==> config.mk <==
export PLATFORM = sky130hd
export DESIGN_NAME = rframe_builder
export DESIGN_NICKNAME = d
export VERILOG_FILES = /design/src/rtl/rframe_pkg.sv /design/src/rtl/rframe_ctrl.sv /design/src/rtl/rframe_datapath.sv /design/src/rtl/rframe_builder.sv
export SDC_FILE = /design/constraint.sdc
export NUM_CORES = 1
export LEC_CHECK = 0
export CORE_AREA = 10 10 78 80
export DETAILED_ROUTE_END_ITERATION = 12
export DIE_AREA = 0 0 88 90
export GPL_ROUTABILITY_DRIVEN = 0
export PLACE_DENSITY = 0.73
export SYNTH_ARGS = -nofsm -noshare
export SYNTH_HDL_FRONTEND = slang
export SYNTH_SLANG_ARGS = --single-unit
==> constraint.sdc <==
create_clock -name clk -period 2.7 [get_ports clk]
set_input_delay 0.27 -clock clk [delete_from_list [all_inputs] [get_ports clk]]
set_output_delay 0.27 -clock clk [all_outputs]
set_load 0.03 [all_outputs]
==> src/rtl/rframe_pkg.sv <==
package rframe_pkg;

  typedef enum logic [2:0] {
    ST_IDLE,
    ST_RESULT,
    ST_LENGTH,
    ST_PAYLOAD,
    ST_CSUM
  } frameState_e;

  typedef enum logic [2:0] {
    SEL_FILL,
    SEL_RESULT,
    SEL_LENGTH,
    SEL_PAYLOAD,
    SEL_CSUM
  } byteSel_e;

  // strobes from control to datapath
  typedef struct packed {
    logic     capture;     // latch header fields, clear the sum
    logic     accumulate;  // add the byte just accepted to the sum
    byteSel_e sel;         // which byte drives txData
  } frameStrobe_t;

  localparam logic [7:0] FILL_BYTE = 8'hEC;

endpackage

==> src/rtl/rframe_ctrl.sv <==
module rframe_ctrl
  import rframe_pkg::*;
#(
  parameter int LEN_W = 6
) (
  input  logic             clk,
  input  logic             rstN,
  input  logic             startReq,
  input  logic             srcValid,
  input  logic             txReady,
  input  logic [LEN_W-1:0] lenQ,
  input  logic             legacyQ,
  output frameStrobe_t     strobe,
  output logic             txValid,
  output logic             srcReady,
  output logic             frameDone,
  output logic             frameActive
);

  frameState_e      stateQ, stateD;
  logic [LEN_W-1:0] cntQ, cntD;
  logic             doneQ;
  logic             fire;
  logic             lastPay;

  assign txValid     = (stateQ != ST_PAYLOAD) || srcValid;
  assign srcReady    = (stateQ == ST_PAYLOAD) && txReady;
  assign fire        = txValid && txReady;
  assign lastPay     = (cntQ == lenQ - LEN_W'(1));
  assign frameActive = (stateQ != ST_IDLE);
  assign frameDone   = doneQ;

  always_comb begin
    stateD = stateQ;
    cntD   = cntQ;
    strobe = '{capture: 1'b0, accumulate: 1'b0, sel: SEL_FILL};
    case (stateQ)
      ST_IDLE: begin
        if (startReq) begin
          strobe.capture = 1'b1;
          cntD           = '0;
          stateD         = ST_RESULT;
        end
      end
      ST_RESULT: begin
        strobe.sel = SEL_RESULT;
        if (fire) begin
          strobe.accumulate = 1'b1;
          if (!legacyQ)          stateD = ST_LENGTH;
          else if (lenQ == '0)   stateD = ST_CSUM;
          else                   stateD = ST_PAYLOAD;
        end
      end
      ST_LENGTH: begin
        strobe.sel = SEL_LENGTH;
        if (fire) begin
          strobe.accumulate = 1'b1;
          stateD = (lenQ == '0) ? ST_CSUM : ST_PAYLOAD;
        end
      end
      ST_PAYLOAD: begin
        strobe.sel = SEL_PAYLOAD;
        if (fire) begin
          strobe.accumulate = 1'b1;
          cntD = cntQ + LEN_W'(1);
          if (lastPay) stateD = ST_CSUM;
        end
      end
      ST_CSUM: begin
        strobe.sel = SEL_CSUM;
        if (fire) stateD = ST_IDLE;
      end
      default: stateD = ST_IDLE;
    endcase
  end

  always_ff @(posedge clk) begin
    if (!rstN) begin
      stateQ <= ST_IDLE;
      cntQ   <= '0;
      doneQ  <= 1'b0;
    end else begin
      stateQ <= stateD;
      cntQ   <= cntD;
      doneQ  <= (stateQ == ST_CSUM) && fire;
    end
  end

endmodule

==> src/rtl/rframe_datapath.sv <==
module rframe_datapath
  import rframe_pkg::*;
#(
  parameter int MAX_LEN = 32,
  parameter int LEN_W   = 6
) (
  input  logic             clk,
  input  logic             rstN,
  input  frameStrobe_t     strobe,
  input  logic [7:0]       resultCode,
  input  logic [7:0]       payloadLen,
  input  logic             legacyMode,
  input  logic [7:0]       srcData,
  output logic [7:0]       txData,
  output logic [LEN_W-1:0] lenQ,
  output logic             legacyQ
);

  localparam logic [7:0] MAX_LEN_BYTE = 8'(MAX_LEN);

  logic [7:0]       resultQ;
  logic [7:0]       sumQ;
  logic [LEN_W-1:0] lenClamp;

  assign lenClamp = (payloadLen > MAX_LEN_BYTE) ? LEN_W'(MAX_LEN)
                                                : payloadLen[LEN_W-1:0];

  always_comb begin
    case (strobe.sel)
      SEL_RESULT:  txData = resultQ;
      SEL_LENGTH:  txData = 8'(lenQ);
      SEL_PAYLOAD: txData = srcData;
      SEL_CSUM:    txData = sumQ;
      default:     txData = FILL_BYTE;
    endcase
  end

  always_ff @(posedge clk) begin
    if (!rstN) begin
      resultQ <= '0;
      lenQ    <= '0;
      legacyQ <= 1'b0;
      sumQ    <= '0;
    end else if (strobe.capture) begin
      resultQ <= resultCode;
      lenQ    <= lenClamp;
      legacyQ <= legacyMode;
      sumQ    <= '0;
    end else if (strobe.accumulate) begin
      sumQ    <= sumQ + txData;
    end
  end

endmodule

==> src/rtl/rframe_builder.sv <==
module rframe_builder
  import rframe_pkg::*;
#(
  parameter int MAX_LEN = 32
) (
  input  logic       clk,
  input  logic       rstN,
  input  logic       startReq,
  input  logic [7:0] resultCode,
  input  logic [7:0] payloadLen,
  input  logic       legacyMode,
  input  logic       srcValid,
  input  logic [7:0] srcData,
  output logic       srcReady,
  output logic       txValid,
  output logic [7:0] txData,
  input  logic       txReady,
  output logic       frameDone
);

  localparam int LEN_W = $clog2(MAX_LEN + 1);

  frameStrobe_t     strobe;
  logic [LEN_W-1:0] lenQ;
  logic             legacyQ;
  logic             frameActive;

  rframe_ctrl #(.LEN_W(LEN_W)) u_ctrl (
    .clk        (clk),
    .rstN       (rstN),
    .startReq   (startReq),
    .srcValid   (srcValid),
    .txReady    (txReady),
    .lenQ       (lenQ),
    .legacyQ    (legacyQ),
    .strobe     (strobe),
    .txValid    (txValid),
    .srcReady   (srcReady),
    .frameDone  (frameDone),
    .frameActive(frameActive)
  );

  rframe_datapath #(.MAX_LEN(MAX_LEN), .LEN_W(LEN_W)) u_dp (
    .clk       (clk),
    .rstN      (rstN),
    .strobe    (strobe),
    .resultCode(resultCode),
    .payloadLen(payloadLen),
    .legacyMode(legacyMode),
    .srcData   (srcData),
    .txData    (txData),
    .lenQ      (lenQ),
    .legacyQ   (legacyQ)
  );

endmodule

[Word-level counts from Yosys, hierarchy flattened]
Index checks and enable logic that the tools add are counted.
Cells by class
  add/subtract/negate cells: 3
  order comparisons: 1
  eq/ne operators: 16
  multiplexer cells: 19
  bitwise logic cells: 1
  reduce and logical (&&, ||, !) cells: 11
Operators by type and width (count)
  case mux 8 bit (4 select lines): 1
  2-to-1 mux 3 bit: 8
  2-to-1 mux 6 bit: 3
  case mux 3 bit (5 select lines): 1
  == test 3 x 2 -> 1 bit, second input constant: 4
  case mux 3 bit (4 select lines): 1
  case mux 6 bit (2 select lines): 1
  != test 2 x 1 -> 1 bit, second input constant: 5
  adder 8 bit: 1
  greater-than comparator 8 x 6 -> 1 bit, second input constant: 1
  adder 6 x 1 -> 6 bit, second input constant: 1
  == test 3 x 1 -> 1 bit, second input constant: 2
  == test 3 bit, second input constant: 2
  == test 6 bit: 1
  logical NOT 6 bit: 1
  AND reduction 6 bit: 1
  subtractor 6 x 1 -> 6 bit, second input constant: 1
  2-to-1 mux 1 bit: 4
  logical AND 1 bit: 3
  logical NOT 3 bit: 1
  != test 3 x 2 -> 1 bit, second input constant: 1
  AND reduction 3 bit: 1
  OR reduction 3 bit: 1
  != test 2 bit, second input constant: 1
  other kinds (4): 4
Storage, ports and cells
  flip-flop bits (word level): 33
  bits of input ports: 30
  logic and storage cells: 58

[Logic depth before layout (Yosys ltp)]
  depth after elaboration: 5
  depth in mapped cells: 14

[Cells and area by module]
Synthesis repeated with hierarchy kept, for this count alone.
Second synthesis, totals
  cells, all modules: 262
  area total of the unflattened synthesis: 2163.3 um^2
Modules (own cells, without submodules)
  rframe_datapath: times used 1, cells an instance 162, area each 1383.8 um^2, sequential area each 460.4 um^2
  rframe_ctrl: times used 1, cells an instance 100, area each 779.5 um^2, sequential area each 200.2 um^2

[Worst setup path after synthesis]
No wires, ideal clock.
  path type: register to register
  start point: reg u_ctrl.stateQ[2]
  end point: reg u_dp.sumQ[6]
  setup time: 0.087 ns
  data arrival time: 2.865 ns
  required time: 2.613 ns
  slack: -0.252 ns
  cell stages (with the launch flop): 15
  period minus slack after synthesis: 2.952 ns
  path through: dfxtp_1 > buf_2 > inv_1 > nor2_1 > a22oi_1 > o22ai_1 > ha_1 > inv_1 > fa_1 > nor2b_1 > o21ai_0 > nand2b_1 > a31oi_1 > xor2_1 > o31ai_1
On the way
  word-level cells in the longest chain between the ends: 5
  elaborated cells on any way between the ends: 20
RTL lines
  start, declared: RTL line rframe_ctrl.sv:20  | frameState_e stateQ, stateD;
  start signal, assigned: RTL line rframe_ctrl.sv:83  | stateQ <= stateD;
  == test 3 bit, or another cell as far along: RTL line rframe_ctrl.sv:37  | case (stateQ)
  case mux 3 bit (4 select lines) *: RTL line rframe_ctrl.sv:37
  == test 3 bit, or another cell as far along: RTL line rframe_datapath.sv:29  | case (strobe.sel)
  case mux 8 bit (4 select lines) *: RTL line rframe_datapath.sv:29
  net txData[0]: RTL line rframe_builder.sv:16  | output logic [7:0] txData,
  adder 8 bit *: RTL line rframe_datapath.sv:50  | sumQ <= sumQ + txData;
  end signal, assigned: RTL line rframe_datapath.sv:50
  end, declared: RTL line rframe_datapath.sv:22  | logic [7:0] sumQ;
The timed path passes the listed nets; every way through them passes the cells marked *.
A chain may end at the register's enable or synchronous reset.

[Final worst setup path]
  start point: reg u_ctrl.stateQ[2]
  end point: reg u_dp.sumQ[7]
On the way
  word-level cells in the longest chain between the ends: 5
  elaborated cells on any way between the ends: 20
RTL lines (RTL line)
  == test 3 bit, or another cell as far along: rframe_ctrl.sv:37
  case mux 3 bit (4 select lines) or logical OR 1 bit (tied branches): rframe_ctrl.sv:37, rframe_ctrl.sv:26
  == test 3 bit, or another cell as far along: rframe_datapath.sv:29
  case mux 8 bit (4 select lines) or 2-to-1 mux 1 bit (tied branches)
  adder 8 bit or 2-to-1 mux 1 bit (tied branches)
Parallel ways exist; a longest one is shown, timed or not.

==> impl_metrics.ini <==
[finish]
fin_nets = 347
area_growth_pct = 32.6
layout-drive-gt1-share_pct = 11.4
diodes = 0
fill_cells = 426

[logic_synthesis]
seq_area_frac_synth_pct = 32.8
synth_area_leaders = dfxtp_1 (33%), nand2_1 (7.3%), a21oi_1 (5.7%)
synth_top_area_cell = dfxtp_1
yosys.area.top_type_share_pct = 32.8
async_flop_share_pct = 0
synth_seq_cells = 33
synth.distinct_cells = 42
syn-num-nets = 297
synth_area_um2 = 2010
syn_area_per_cell_um2 = 7.83
yosysWarnings = 0
synth_edf_count = 0
synth.most_common_cell = nand2_1
ys_top_cells_by_count = nand2_1 (39), dfxtp_1 (33), nor2_1 (24)
syn_inst = 257
synth_ff_type = dfxtp_1

[cts]
cts_tree = built
cts_made_buffers = 5
clock-sinks = 33
path_clk_slew_ps = 70
hold_buffers = 0
clk_root_buffer_cell = clkbuf_8
h-tree-depth = 2
insertion_delay_ps = 290
clockBufferDepth = 2

[sta]
worstMarginPinSlew_ps = 487
fin_skew_ps = 4.21
relSlewSlack_pct = 67.4
post-route-period-util_pct = 95.9
fin_hold_ws_ps = 456
fmaxAchievable_mhz = 386
slew_violations = 0
min_period_ps = 2590
setup_viol = 0
hold_violations = 0

[placed_design]
port_buffers = 40
dpl.hpwl_um = 4310

[power_and_ir_drop]
power_mw = 1.79
ir_drop_mv = 0.288
power.leakage_nw = 1.03
power.density_nw_per_um2 = 671

[grt]
gr-usage-met2_pct = 21.7
grtUsageTotal_pct = 14.1
use_met1_pct = 18.5
met3_usage_pct = 3.25
antenna_found_initial = 0
grt_first_pass_wirelength_um = 9110
grt_max_degree = 15
top_usage_layer = met2
grt-ovfl-total = 0
grt_pass1_vias = 1861

[routing]
drt-wirelength-per-cell_um = 15.3
ant_nets = 0
vias_per_cell = 5.49
firstDrtPassIters = 4
drt-initial-drc-count = 138
finalWirelength_um = 5530
vias = 1983
drcViolationCount = 0

[worst_setup_path]
crit_fanout = 6
cp.required_ps = 2880
crit_start = u_ctrl.stateQ[2]
crit_type = register to register
critPathCaptureType = register
cp.arrival_ps = 2770
r2r_cells = 12
r2r_end = u_dp.sumQ[7]
r2r_setup_slack_ps = 110
rr_startpoint = u_ctrl.stateQ[2]
startpoint_type = register

[floorplan]
dieArea_um2 = 7920
core_um2 = 4600
start_util_pct = 43.8
rows = 25
ioPinCount = 41
die_x_um = 88
die_h_um = 90

[min_path]
holdPathEnd = u_dp.resultQ[1]
holdCritStartpoint = u_dp.resultQ[1]
whs_path_depth = 2
min_path_type = register to register

[outcome]
status = finished clean

[flow_run]
cap_violations = 0
[power breakdown]
group | total [mW] | switching, mW | internal, mW
clock network | 0.382 | 0.180 | 0.202
registers | 0.583 | 0.0487 | 0.534
logic | 0.826 | 0.465 | 0.360
total | 1.79 | 0.694 | 1.10
[state kept, by name, indices dropped and copies added, names as in the netlist]
name	flops
u_ctrl.cntQ	6
u_ctrl.frameDone	1
u_ctrl.stateQ	3
u_dp.legacyQ	1
u_dp.lenQ	6
u_dp.resultQ	8
u_dp.sumQ	8
[placed cells by master, fill, tap and decap left out, types with 3 or more instances in the layout]
cell type / count
clkdlybuf4s50_1: 40
nand2_1: 39
dfxtp_1: 31
nor2_1: 23
a21oi_1: 23
buf_4: 13
mux2i_1: 11
o21ai_0: 10
xor2_1: 10
inv_1: 9
ha_1: 9
nor3_1: 7
a22oi_1: 6
xnor2_1: 6
clkbuf_8: 6
nand2b_1: 4
nand3_1: 4
nand4_1: 4
o22ai_2: 3
a22oi_2: 3
o31ai_1: 3
a21o_1: 3
and3_1: 3
a22o_1: 3
[cell families (layout without fill, tap and decap cells)]
group / Yosys count / after routing / synth area share [%]
muxes: 11 / 11 / 5.47
adders and majority gates: 11 / 11 / 7.09
xor gates and xnor gates: 16 / 16 / 6.96
and+or+nand+nor: 97 / 97 / 22.1
AOI/OAI and AO/OA: 68 / 68 / 21.2
DFF: 33 / 33 / 32.8
buffers and inverters: 21 / 71 / 4.29
[area by class of cell]
class / count / area [um^2] / area share, %
Timing Repair Buffer: 53 / 498 / 18.7
Inverter: 11 / 41.3 / 1.55
Tap cell: 54 / 67.6 / 2.53
Clock buffer: 7 / 86.3 / 3.24
Multi-Input combinational cell: 203 / 1310 / 49.2
Sequential cell: 33 / 663 / 24.9
[how the worst max path moves through the flow]
stage | cells past startpoint | endpoint
after detailed placement | 11 | u_dp.sumQ[7]
final | 12 | u_dp.sumQ[7]
after floorplan | 13 | u_dp.sumQ[6]
after global placement | 11 | u_dp.sumQ[7]
after CTS | 12 | u_dp.sumQ[7]
after global routing | 12 | u_dp.sumQ[7]
[worst max-delay path, stage by stage (launching register included)]
cell and delay [ps]:
dfxtp_2 360, inv_2 100, nor2_2 60, a22oi_1 180, o22a_1 190, inv_2 50, ha_1 300, a211oi_1 250
o21ai_1 150, o31ai_2 320, xnor2_1 190, a21oi_1 110, a31o_2 220
[layer usage]
layer	vias up	routed length [um]	share of wire, %
met3	4	241	4.4
met2	61	2640	48
met1	908	2580	47
met4	0	68	1.2
met5	-	0	0
li1	1010	-	-
[metrics by stage]
stage / area [um^2] / setup TNS (ps) / cells / worst slack (ps) / utilization (%)
2_1_floorplan: 2040 / -5.00 / 257 / -5.00 / -
3_3_place_gp: 2550 / 0 / 353 / 47.5 / 55.5
3_5_place_dp: 2550 / -31.2 / 353 / -31.2 / 55.5
4_1_cts: 2640 / 0 / 360 / 4.26 / 57.4
5_1_grt: 2670 / -42.6 / 361 / -42.6 / 58.0
6_report: 2670 / 0 / 361 / 112 / 58.0
[timing repair]
action / 4_1_cts / 5_1_grt
gates resized for setup: 0 / 9
setup buffers: 0 / 1
setup endpoints to repair: 0 / 2
endpoints found under the hold margin: 0 / 0
Note: power is estimated with default switching activity, not from simulation.
